File: src/rtl/dbg_uart_pkg.sv
package dbg_uart_pkg;

  typedef enum logic [1:0] {
    CH_NORMAL = 2'd0,
    CH_ECHO   = 2'd1,
    CH_LOCAL  = 2'd2,
    CH_REMOTE = 2'd3
  } chan_mode_e;

  typedef enum logic [2:0] {
    FR_IDLE,
    FR_START,
    FR_DATA,
    FR_PAR,
    FR_STOP
  } frame_st_e;

  // command strobe positions
  localparam int CMD_RX_RST = 0;
  localparam int CMD_TX_RST = 1;
  localparam int CMD_RX_EN  = 2;
  localparam int CMD_RX_DIS = 3;
  localparam int CMD_TX_EN  = 4;
  localparam int CMD_TX_DIS = 5;
  localparam int CMD_ST_CLR = 6;
  localparam int CMD_W      = 7;

  // status bit positions
  localparam int ST_RXRDY = 0;
  localparam int ST_TXRDY = 1;
  localparam int ST_OVR   = 2;
  localparam int ST_FRM   = 3;
  localparam int ST_PAR   = 4;
  localparam int ST_W     = 5;

  function automatic logic par_enabled(input logic [2:0] mode);
    return (mode < 3'd4);
  endfunction

  function automatic logic par_value(input logic [2:0] mode, input logic dxor);
    case (mode)
      3'd0:    return dxor;
      3'd1:    return ~dxor;
      3'd3:    return 1'b1;
      default: return 1'b0;
    endcase
  endfunction

endpackage

File: src/rtl/dbg_uart_baud.sv
module dbg_uart_baud #(
  parameter int DIV_W = 16
) (
  input  logic             clk,
  input  logic             rst,
  input  logic [DIV_W-1:0] div,
  output logic             tick
);

  logic [DIV_W-1:0] cnt;

  always_ff @(posedge clk) begin
    if (rst) begin
      cnt  <= '0;
      tick <= 1'b0;
    end else if (div == '0) begin
      cnt  <= '0;
      tick <= 1'b0;
    end else if (cnt <= DIV_W'(1)) begin
      cnt  <= div;
      tick <= 1'b1;
    end else begin
      cnt  <= cnt - DIV_W'(1);
      tick <= 1'b0;
    end
  end

  AST_NO_TICK_WHEN_OFF: assert property (@(posedge clk) disable iff (rst)
    (div == '0) |=> !tick);

endmodule

File: src/rtl/dbg_uart_tx.sv
module dbg_uart_tx
  import dbg_uart_pkg::*;
#(
  parameter int DATA_W = 8,
  parameter int OVS    = 16
) (
  input  logic              clk,
  input  logic              rst,
  input  logic              soft_rst,
  input  logic              enable,
  input  logic              tick,
  input  logic [2:0]        par_mode,
  input  logic              wr,
  input  logic [DATA_W-1:0] wr_data,
  output logic              ready,
  output logic              line
);

  localparam int CNT_W = $clog2(OVS);
  localparam int BIT_W = (DATA_W > 1) ? $clog2(DATA_W) : 1;

  frame_st_e         state;
  logic [DATA_W-1:0] hold_q, shreg;
  logic              hold_full;
  logic [CNT_W-1:0]  sub;
  logic [BIT_W-1:0]  bitn;
  logic              par_q, pen_q;
  logic              bit_end;

  assign bit_end = tick && (sub == CNT_W'(OVS - 1));
  assign ready   = ~hold_full;

  always_ff @(posedge clk) begin
    if (rst || soft_rst) begin
      state     <= FR_IDLE;
      hold_q    <= '0;
      shreg     <= '0;
      hold_full <= 1'b0;
      sub       <= '0;
      bitn      <= '0;
      par_q     <= 1'b0;
      pen_q     <= 1'b0;
      line      <= 1'b1;
    end else begin
      if (wr && !hold_full) begin
        hold_q    <= wr_data;
        hold_full <= 1'b1;
      end
      if (state != FR_IDLE && tick)
        sub <= bit_end ? '0 : sub + CNT_W'(1);
      case (state)
        FR_IDLE: begin
          line <= 1'b1;
          if (tick && enable && hold_full) begin
            shreg     <= hold_q;
            par_q     <= par_value(par_mode, ^hold_q);
            pen_q     <= par_enabled(par_mode);
            hold_full <= 1'b0;
            sub       <= '0;
            bitn      <= '0;
            line      <= 1'b0;
            state     <= FR_START;
          end
        end
        FR_START: begin
          if (bit_end) begin
            line  <= shreg[0];
            shreg <= shreg >> 1;
            state <= FR_DATA;
          end
        end
        FR_DATA: begin
          if (bit_end) begin
            if (bitn == BIT_W'(DATA_W - 1)) begin
              bitn  <= '0;
              line  <= pen_q ? par_q : 1'b1;
              state <= pen_q ? FR_PAR : FR_STOP;
            end else begin
              bitn  <= bitn + BIT_W'(1);
              line  <= shreg[0];
              shreg <= shreg >> 1;
            end
          end
        end
        FR_PAR: begin
          if (bit_end) begin
            line  <= 1'b1;
            state <= FR_STOP;
          end
        end
        default: begin
          if (bit_end) begin
            line  <= 1'b1;
            state <= FR_IDLE;
          end
        end
      endcase
    end
  end

  AST_TX_IDLE_HIGH: assert property (@(posedge clk) disable iff (rst)
    (state == FR_IDLE && $past(state) == FR_IDLE) |-> line);

  AST_TX_START_LOW: assert property (@(posedge clk) disable iff (rst)
    (state == FR_START) |-> !line);

endmodule

File: src/rtl/dbg_uart_rx.sv
module dbg_uart_rx
  import dbg_uart_pkg::*;
#(
  parameter int DATA_W = 8,
  parameter int OVS    = 16
) (
  input  logic              clk,
  input  logic              rst,
  input  logic              soft_rst,
  input  logic              enable,
  input  logic              tick,
  input  logic              line,
  input  logic [2:0]        par_mode,
  input  logic              rd,
  input  logic              sts_clr,
  output logic [DATA_W-1:0] data,
  output logic              rdy,
  output logic              ovr,
  output logic              frm_err,
  output logic              par_err
);

  localparam int CNT_W = $clog2(OVS);
  localparam int BIT_W = (DATA_W > 1) ? $clog2(DATA_W) : 1;
  localparam int MID   = OVS / 2 - 1;

  frame_st_e         state;
  logic [DATA_W-1:0] shreg;
  logic [CNT_W-1:0]  sub;
  logic [BIT_W-1:0]  bitn;
  logic              prev, par_s, pen_q;
  logic              bit_end, commit;

  assign bit_end = tick && (sub == CNT_W'(OVS - 1));
  assign commit  = bit_end && (state == FR_STOP);

  always_ff @(posedge clk) begin
    if (rst || soft_rst) begin
      state   <= FR_IDLE;
      shreg   <= '0;
      sub     <= '0;
      bitn    <= '0;
      prev    <= 1'b1;
      par_s   <= 1'b0;
      pen_q   <= 1'b0;
      data    <= '0;
      rdy     <= 1'b0;
      ovr     <= 1'b0;
      frm_err <= 1'b0;
      par_err <= 1'b0;
    end else begin
      if (sts_clr) begin
        ovr     <= 1'b0;
        frm_err <= 1'b0;
        par_err <= 1'b0;
      end
      if (rd) rdy <= 1'b0;
      if (tick) prev <= line;
      if (!enable) begin
        state <= FR_IDLE;
      end else if (tick) begin
        case (state)
          FR_IDLE: begin
            if (prev && !line) begin
              sub   <= '0;
              pen_q <= par_enabled(par_mode);
              state <= FR_START;
            end
          end
          FR_START: begin
            if (sub == CNT_W'(MID)) begin
              sub   <= '0;
              bitn  <= '0;
              state <= line ? FR_IDLE : FR_DATA;
            end else begin
              sub <= sub + CNT_W'(1);
            end
          end
          FR_DATA: begin
            sub <= bit_end ? '0 : sub + CNT_W'(1);
            if (bit_end) begin
              shreg <= {line, shreg[DATA_W-1:1]};
              if (bitn == BIT_W'(DATA_W - 1))
                state <= pen_q ? FR_PAR : FR_STOP;
              else
                bitn <= bitn + BIT_W'(1);
            end
          end
          FR_PAR: begin
            sub <= bit_end ? '0 : sub + CNT_W'(1);
            if (bit_end) begin
              par_s <= line;
              state <= FR_STOP;
            end
          end
          default: begin
            sub <= bit_end ? '0 : sub + CNT_W'(1);
            if (commit) begin
              data <= shreg;
              rdy  <= 1'b1;
              if (rdy && !rd) ovr <= 1'b1;
              if (!line) frm_err <= 1'b1;
              if (pen_q && (par_s != par_value(par_mode, ^shreg))) par_err <= 1'b1;
              state <= FR_IDLE;
            end
          end
        endcase
      end
    end
  end

  AST_RXRDY_CLR: assert property (@(posedge clk) disable iff (rst)
    (rd && state != FR_STOP) |=> !rdy);

  AST_NO_OVERRUN_LOSS: assert property (@(posedge clk) disable iff (rst)
    (commit && enable && rdy && !rd && !soft_rst) |=> ovr);

endmodule

File: src/rtl/dbg_uart.sv
module dbg_uart
  import dbg_uart_pkg::*;
#(
  parameter int DATA_W = 8,
  parameter int DIV_W  = 16,
  parameter int OVS    = 16
) (
  input  logic              clk,
  input  logic              rst,
  input  logic [DIV_W-1:0]  cfg_div,
  input  logic [2:0]        cfg_par,
  input  logic [1:0]        cfg_chan,
  input  logic [4:0]        irq_mask,
  input  logic [6:0]        cmd,
  input  logic              tx_wr,
  input  logic [DATA_W-1:0] tx_data,
  input  logic              rx_rd,
  output logic [DATA_W-1:0] rx_data,
  output logic [4:0]        status,
  output logic              irq,
  input  logic              rxd,
  output logic              txd
);

  logic tick;
  logic rx_en, tx_en;
  logic rxd_m, rxd_s, rx_line;
  logic tx_line, tx_ready;
  logic rx_rdy, ovr, frm_err, par_err;

  // direction enables; reset and disable take precedence over enable
  always_ff @(posedge clk) begin
    if (rst) begin
      rx_en <= 1'b0;
      tx_en <= 1'b0;
    end else begin
      if (cmd[CMD_RX_RST] || cmd[CMD_RX_DIS]) rx_en <= 1'b0;
      else if (cmd[CMD_RX_EN])                rx_en <= 1'b1;
      if (cmd[CMD_TX_RST] || cmd[CMD_TX_DIS]) tx_en <= 1'b0;
      else if (cmd[CMD_TX_EN])                tx_en <= 1'b1;
    end
  end

  // pin synchroniser and routing
  always_ff @(posedge clk) begin
    if (rst) begin
      rxd_m   <= 1'b1;
      rxd_s   <= 1'b1;
      rx_line <= 1'b1;
      txd     <= 1'b1;
    end else begin
      rxd_m <= rxd;
      rxd_s <= rxd_m;
      case (cfg_chan)
        CH_LOCAL:  begin rx_line <= tx_line; txd <= 1'b1;    end
        CH_REMOTE: begin rx_line <= 1'b1;    txd <= rxd_s;   end
        CH_ECHO:   begin rx_line <= rxd_s;   txd <= rxd_s;   end
        default:   begin rx_line <= rxd_s;   txd <= tx_line; end
      endcase
    end
  end

  dbg_uart_baud #(.DIV_W(DIV_W)) u_baud (
    .clk  (clk),
    .rst  (rst),
    .div  (cfg_div),
    .tick (tick)
  );

  dbg_uart_tx #(.DATA_W(DATA_W), .OVS(OVS)) u_tx (
    .clk      (clk),
    .rst      (rst),
    .soft_rst (cmd[CMD_TX_RST]),
    .enable   (tx_en),
    .tick     (tick),
    .par_mode (cfg_par),
    .wr       (tx_wr),
    .wr_data  (tx_data),
    .ready    (tx_ready),
    .line     (tx_line)
  );

  dbg_uart_rx #(.DATA_W(DATA_W), .OVS(OVS)) u_rx (
    .clk      (clk),
    .rst      (rst),
    .soft_rst (cmd[CMD_RX_RST]),
    .enable   (rx_en),
    .tick     (tick),
    .line     (rx_line),
    .par_mode (cfg_par),
    .rd       (rx_rd),
    .sts_clr  (cmd[CMD_ST_CLR]),
    .data     (rx_data),
    .rdy      (rx_rdy),
    .ovr      (ovr),
    .frm_err  (frm_err),
    .par_err  (par_err)
  );

  always_comb begin
    status           = '0;
    status[ST_RXRDY] = rx_rdy;
    status[ST_TXRDY] = tx_ready;
    status[ST_OVR]   = ovr;
    status[ST_FRM]   = frm_err;
    status[ST_PAR]   = par_err;
  end

  always_ff @(posedge clk) begin
    if (rst) irq <= 1'b0;
    else     irq <= |(status & irq_mask);
  end

  AST_LOCAL_TXD_HIGH: assert property (@(posedge clk) disable iff (rst)
    ($past(cfg_chan) == CH_LOCAL) |-> txd);

  AST_IRQ_MASKED: assert property (@(posedge clk) disable iff (rst)
    ($past(irq_mask) == '0) |-> !irq);

  AST_RX_DISABLED_QUIET: assert property (@(posedge clk) disable iff (rst)
    (!rx_en && !rx_rdy) |=> !rx_rdy);

endmodule

File: config.mk
export PLATFORM = sky130hd
export DESIGN_NAME = dbg_uart
export DESIGN_NICKNAME = d
export VERILOG_FILES = /design/src/rtl/dbg_uart_pkg.sv /design/src/rtl/dbg_uart_baud.sv /design/src/rtl/dbg_uart_tx.sv /design/src/rtl/dbg_uart_rx.sv /design/src/rtl/dbg_uart.sv
export SDC_FILE = /design/constraint.sdc
export NUM_CORES = 1
export LEC_CHECK = 0
export ABC_AREA = 1
export BUFFER_PORTS_ARGS = -buffer_cell sky130_fd_sc_hd__buf_4
export CORE_ASPECT_RATIO = 1.1
export CORE_MARGIN = 5
export CORE_UTILIZATION = 57
export CTS_CLUSTER_DIAMETER = 150
export CTS_CLUSTER_SIZE = 30
export DETAILED_ROUTE_END_ITERATION = 8
export GPL_ROUTABILITY_DRIVEN = 0
export GPL_TIMING_DRIVEN = 0
export PLACE_DENSITY = 0.8
export SLEW_MARGIN = 20
export SYNTH_ARGS = -nofsm -noshare
export SYNTH_HDL_FRONTEND = slang
export SYNTH_SLANG_ARGS = --single-unit
File: constraint.sdc
create_clock -name clk -period 2.17 [get_ports clk]
set_input_delay 0 -clock clk [delete_from_list [all_inputs] [get_ports clk]]
set_output_delay 0 -clock clk [all_outputs]
set_load 0.05 [all_outputs]
Yosys cells after proc, flatten, opt, wreduce, memory -nomap -nowiden
Cells that the tools add are included.
Widths: inputs -> output; s select.
{ "totals": {"output_inout_bits": 15, "input_bits": 46, "word_cells": 203, "reg_bits": 87} }
{ "op_classes": {"reduce_logical": 48, "mux": 82, "add_sub_neg": 5, "bitwise": 6, "n_eq_ne": 30, "magnitude_cmp": 2} }
{ "op_table": {"columns": ["cell", "count"], "rows": [
  ["$mux 3", 20],
  ["$mux 1", 38],
  ["$mux 8", 4],
  ["$mux 4", 7],
  ["$pmux 3 s4", 2],
  ["$pmux 8 s3", 1],
  ["$ne 2x1->1 const B", 10],
  ["$le 16x1->1 const B", 1],
  ["$logic_not 16->1", 1],
  ["$mux 16", 1],
  ["$reduce_and 4->1", 4],
  ["$reduce_xor 8->1", 2],
  ["$sub 16x1->16 const B", 1],
  ["$eq 3x2->1 const B", 5],
  ["$pmux 3 s2", 2],
  ["$reduce_and 6->1", 2],
  ["$logic_and 1x1->1", 10],
  ["$reduce_or 2->1", 5],
  ["$eq 3x1->1 const B", 3],
  ["$eq 3x3->1 const B", 3],
  ["$logic_not 3->1", 3],
  ["$pmux 1 s3", 3],
  ["$reduce_and 3->1", 3],
  ["$add 4x1->4 const B", 2],
  ["23 further kinds", 40]
]} }

Depth between registers and ports, before layout
{ "logic_depth": {"ltp_word": 15, "ltp_mapped": 12} }

Modules after synthesis
A second synthesis with hierarchy kept.
{ "unflattened": {"hier_cells": 703, "hier_area_um2": 4683.2} }
{ "modules_own_cells": {"columns": ["mod", "area_each_um2", "instances", "seq_area_each_um2", "cells_each"], "rows": [
  ["dbg_uart_rx", 1667.8, 1, 660.6, 236],
  ["dbg_uart_tx", 1557.7, 1, 600.6, 232],
  ["dbg_uart_baud", 1172.4, 1, 340.3, 199],
  ["dbg_uart", 285.3, 1, 140.1, 36]
]} }

Least setup slack after synthesis
No wires, ideal clock.
{ "synth_path": {"kind": "register to register", "start": "register u_rx.sub[0]", "end": "register u_rx.ovr", "setup_slack_ps": 607, "period_less_slack_ps": 1563, "t_required_ps": 2103, "path_buffers": 1, "stages_incl_launch_ff": 10, "arrival_ps": 1497, "path_cell_list": "dfxtp_1 -> ha_1 -> nand2_1 -> nor3_4 -> nand4_2 -> or2_4 -> inv_6 -> buf_12 -> nand2_2 -> a21oi_2"} }
{ "synth_via": {"elab_chain_len": 7} }
{ "synth_rtl": {"columns": ["element", "line", "source"], "rows": [
  ["from (decl)", "dbg_uart_rx.sv:29", "logic [CNT_W-1:0] sub;"],
  ["from (signal assigned)", "dbg_uart_rx.sv:76", "sub <= sub + CNT_W'(1);"],
  ["from (signal assigned)", "dbg_uart_rx.sv:80", "sub <= bit_end ? '0 : sub + CNT_W'(1);"],
  ["from (signal assigned)", "dbg_uart_rx.sv:90", "sub <= bit_end ? '0 : sub + CNT_W'(1);"],
  ["$eq 4x4->1", "dbg_uart_rx.sv:34", "assign bit_end = tick && (sub == CNT_W'(OVS - 1));"],
  ["$logic_and 1x1->1", "dbg_uart_rx.sv:34", null],
  ["$logic_and 1x1->1", "dbg_uart_rx.sv:35", "assign commit = bit_end && (state == FR_STOP);"],
  ["$mux 1", "dbg_uart_rx.sv:98", "if (commit) begin"],
  ["$mux 1", "dbg_uart_rx.sv:62", "case (state)"],
  ["$mux 1", "dbg_uart_rx.sv:61", "end else if (tick) begin"],
  ["$mux 1", "dbg_uart_rx.sv:59", "if (!enable) begin"],
  ["to (signal assigned)", "dbg_uart_rx.sv:48", "ovr <= 1'b0;"],
  ["to (signal assigned)", "dbg_uart_rx.sv:53", "ovr <= 1'b0;"],
  ["to (signal assigned)", "dbg_uart_rx.sv:101", "if (rdy && !rd) ovr <= 1'b1;"],
  ["to (decl)", "dbg_uart_rx.sv:18", "output logic ovr,"]
]} }
Every way passes these cells.
A chain may end at the register's enable or synchronous reset.

Worst setup path in the final report
{ "layout_path": {"start": "input port rst", "end": "register rx_en"} }
{ "layout_via": {"elab_chain_len": 1} }
{ "layout_rtl": {"columns": ["element", "line", "source"], "rows": [
  ["from (decl)", "dbg_uart.sv:9", "input logic rst,"],
  ["$reduce_or 2->1 (no source line)", null, null],
  ["to (signal assigned)", "dbg_uart.sv:34", "rx_en <= 1'b0;"],
  ["to (signal assigned)", "dbg_uart.sv:37", "if (cmd[CMD_RX_RST] || cmd[CMD_RX_DIS]) rx_en <= 1'b0;"],
  ["to (signal assigned)", "dbg_uart.sv:38", "else if (cmd[CMD_RX_EN]) rx_en <= 1'b1;"],
  ["to (decl)", "dbg_uart.sv:26", "logic rx_en, tx_en;"]
]} }
Every way passes these cells.

==> results.sh <==
export IMPL_syn_num_nets=641
export IMPL_clock_path_buffers=2
export IMPL_ys_ff_latch=87
export IMPL_diodes=0
export IMPL_cts_buffers=9
export IMPL_wl_per_cell_um=13.9
export IMPL_antenna_found_initial=0
export IMPL_worstMarginPinSlew_ps=449
export IMPL_worstSetupStartpoint="rst"
export IMPL_grt_overflow_total=0
export IMPL_grt_setup_unrepaired="no"
export IMPL_clock_sinks=87
export IMPL_post_cts_buffers=0
export IMPL_cp_depth=7
export IMPL_grt_pass1_wl_mm=18.3
export IMPL_critPathLaunchType="input pin"
export IMPL_hold_ws_ps=3.34
export IMPL_yosys_area_share_simple_pct=25.9
export IMPL_place_hpwl_mm=7.47
export IMPL_cts_root_buf="clkbuf_8"
export IMPL_io_pins=61
export IMPL_critical_path_top_delay_family="buffers and inverters"
export IMPL_regArea_um2=1740
export IMPL_synth_xor_area_share_pct=3.32
export IMPL_dieHeight_um=100
export IMPL_fillers=553
export IMPL_cp_arrival_ps=2260
export IMPL_period_share_pct=89.8
export IMPL_finalSetupTns_ps=0
export IMPL_synth_cells=587
export IMPL_muxShareOfSynthArea_pct=0
export IMPL_async_flop_share_pct=0
export IMPL_synth_edff_count=0
export IMPL_rrSetupSlack_ps=310
export IMPL_power_internal_mw=2.91
export IMPL_clkPwrFrac_pct=29.9
export IMPL_slew_headroom_pct=70.1
export IMPL_cap_violations=0
export IMPL_total_power_mw=4.35
export IMPL_setup_slack_ps=221
export IMPL_combinationalPowerShare_pct=26.9
export IMPL_syn_to_final_growth_pct=28.2
export IMPL_r2r_cells=8
export IMPL_firstDrtPassIters=5
export IMPL_initial_utilization_pct=57.5
export IMPL_yosysSeqAreaShare_pct=41.2
export IMPL_fin_nets=752
export IMPL_worstPathCellList="dlygate4sd3_1, buf_4, nor2_1, clkbuf_1, o21ai_0, nor2_1, dlygate4sd3_1"
export IMPL_yosysWarnings=0
export IMPL_num_vias=4322
export IMPL_track_usage_pct=24.3
export IMPL_slowest_stage="dlygate4sd3_1"
export IMPL_hold_path_class="in -> reg"
export IMPL_clk_pin_slew_worst_paths_ps=90
export IMPL_ant_nets=0
export IMPL_required_ps=2480
export IMPL_finalHoldViolCount=0
export IMPL_htree_num_levels=3
export IMPL_synth_adder_area_share_pct=2.37
export IMPL_cellLeakagePower_nw=2.38
export IMPL_critPathKind="in -> reg"
export IMPL_multi_input_area_um2=2130
export IMPL_switchingPower_mw=1.43
export IMPL_clk_latency_ps=370
export IMPL_netlist_area_um2=4230
export IMPL_grt_pass1_vias=4152
export IMPL_swShare_pct=33.0
export IMPL_status="finished clean"
export IMPL_synth_flop_cell="dfxtp_1"
export IMPL_finalMaxSlewViolations=0
export IMPL_core_area_um2=7350
export IMPL_rows=33
export IMPL_worst_path_largest_cell_delay_ps=540
export IMPL_grt_max_degree=16
export IMPL_avgSynthCellArea_um2=7.20
export IMPL_drc_errors=0
export IMPL_place_ws_ps=369
export IMPL_layout_drive_gt1_share_pct=15.2
export IMPL_crit_path_end_kind="flip-flop"
export IMPL_yosysUniqueCellTypes=40
export IMPL_die_w_um=92.1
export IMPL_seq_power_share_pct=43.2
export IMPL_cp_endpoint="rx_en"
export IMPL_setup_violations=0
export IMPL_synth_top_family_by_area="simple AND/OR/NAND/NOR gates"
export IMPL_vias_per_cell=5.47
export IMPL_io_buffers=60
export IMPL_r2r_start="u_rx.sub[0]"
export IMPL_clock_fmax_mhz=513
export IMPL_path_buf_inv=4
export IMPL_critPathMaxFanout=10
export IMPL_fin_skew_ps=17.8
export IMPL_dieArea_um2=9240
export IMPL_pwr_density_cell_nw_per_um2=803
export IMPL_vdd_ir_drop_max_mv=0.733
export IMPL_r2r_end="u_rx.shreg[3]"
export IMPL_finalWirelength_mm=11.0
export IMPL_post_route_min_period_ps=1950
export IMPL_synth_compound_area_share_pct=18.8
export IMPL_drtIter0Drc=192
export IMPL_cts_tree="built"
[state kept, by name, summed over array words and instances (netlist names), 3 cells and up]
name and count:
u_tx.bitn 3, u_rx.state 3, u_baud.cnt 16, u_rx.shreg 8, u_tx.hold_q 8, u_tx.shreg 8
u_rx.sub 4, u_rx.bitn 3, u_tx.state 3, u_tx.sub 4, u_rx.data 8
[power by group through the flow]
stage | logic (mW) | clock network, mW | registers, mW
after global placement | 1.06 | 0 | 1.90
after global routing | 1.31 | 1.36 | 1.90
after floorplan | 0.818 | 0 | 1.89
after detailed placement | 1.09 | 0 | 1.91
after CTS | 1.15 | 1.30 | 1.87
final | 1.17 | 1.30 | 1.88
[final cells by class]
class	count	share of cell area, %
clock buffer	10	2.54
buffer	17	2.10
sequential	87	32.2
timing repair buffer	100	15.7
clock inverter	6	1.71
multi-input combinational	420	39.3
inverter	63	4.51
tap	87	2.01
[per-layer routing]
layer | track usage, % | share of wire, % | up-vias
met1 | 27.3 | 40 | 2006
met3 | 3.15 | 4.7 | 22
li1 | - | - | 2161
met4 | 8.80 | 2.2 | 0
met2 | 46.6 | 53 | 133
met5 | 0 | 0 | -
[per-stage QoR]
step / area (um^2) / std cells / util, %
final: 5420 / 790 / 73.7
after global routing: 5420 / 790 / 73.7
after CTS: 5420 / 790 / 73.7
after detailed placement: 4780 / 734 / 65.1
after global placement: 4780 / 734 / 65.1
after floorplan: 4230 / 587 / -
[cells in the mapped netlist (3+ instances only)]
master | count | share of area [%]
inv_1 | 59 | 5.2
nand4_1 | 4 | 0.59
o211ai_1 | 4 | 0.71
dfxtp_1 | 87 | 41
clkbuf_1 | 8 | 0.71
buf_4 | 7 | 1.2
nor3_4 | 3 | 1.2
a211oi_1 | 9 | 1.6
o21ai_0 | 64 | 7.6
nand2_1 | 123 | 11
xnor2_1 | 7 | 1.5
nor3_1 | 6 | 0.71
nand2_2 | 3 | 0.44
nor2_1 | 80 | 7.1
a31oi_1 | 17 | 2.5
xor2_1 | 9 | 1.9
or2_2 | 5 | 0.74
ha_1 | 8 | 2.4
a21oi_1 | 39 | 4.6
nand3_1 | 19 | 2.3
[cells in the final DEF (no fill, tap or decap), drive strengths merged]
cell type,n
nand2,126
o211ai,4
nand4,5
or2,7
nor4,2
clkbuf,18
buf,69
a41oi,1
clkinvlp,2
nor3,11
o22ai,1
a211oi,9
ha,8
dfxtp,87
a31oi,17
a22oi,1
bufinv,2
xor2,9
xnor2,7
o21a,2
nor2,81
nand3b,2
clkinv,1
inv,64
a21oi,40
dlygate4sd3,40
nand3,19
o221ai,1
o21ai,67
[tightest hold or removal path, delay by kind of cell]
family,cells,cell delay (ps)
AOI/OAI and AO/OA,2,230
buffers and inverters,1,80
[what timing repair did]
action / CTS / global route
hold buffers: 40 / 0
endpoints found under the setup margin: 0 / 0
hold endpoints to repair: 38 / 0
resized for setup: 0 / 0
[logic make-up (layout without fill, tap and decap cells)]
logic type | Yosys count | count (layout)
XOR/XNOR | 16 | 16
adder cells (fa/ha/maj) | 8 | 8
AND/OR/NAND/NOR | 253 | 253
flip-flops | 87 | 87
AO/OA/AOI/OAI | 143 | 143
buffers and inverters | 80 | 196
[how the worst min path moves through the flow]
stage                           from            end  slack (ps)  cells after the start
after floorplan               cmd[3]          rx_en          70                      1
after global placement        cmd[5]          tx_en         160                      2
after detailed placement      cmd[5]          tx_en         160                      2
after CTS                 cfg_div[3]  u_baud.cnt[3]           5                      3
after global routing          cmd[1]   u_tx.bitn[1]          40                      4
final                     cfg_div[3]  u_baud.cnt[3]           3                      3
Power figures use the tool's default switching activity.
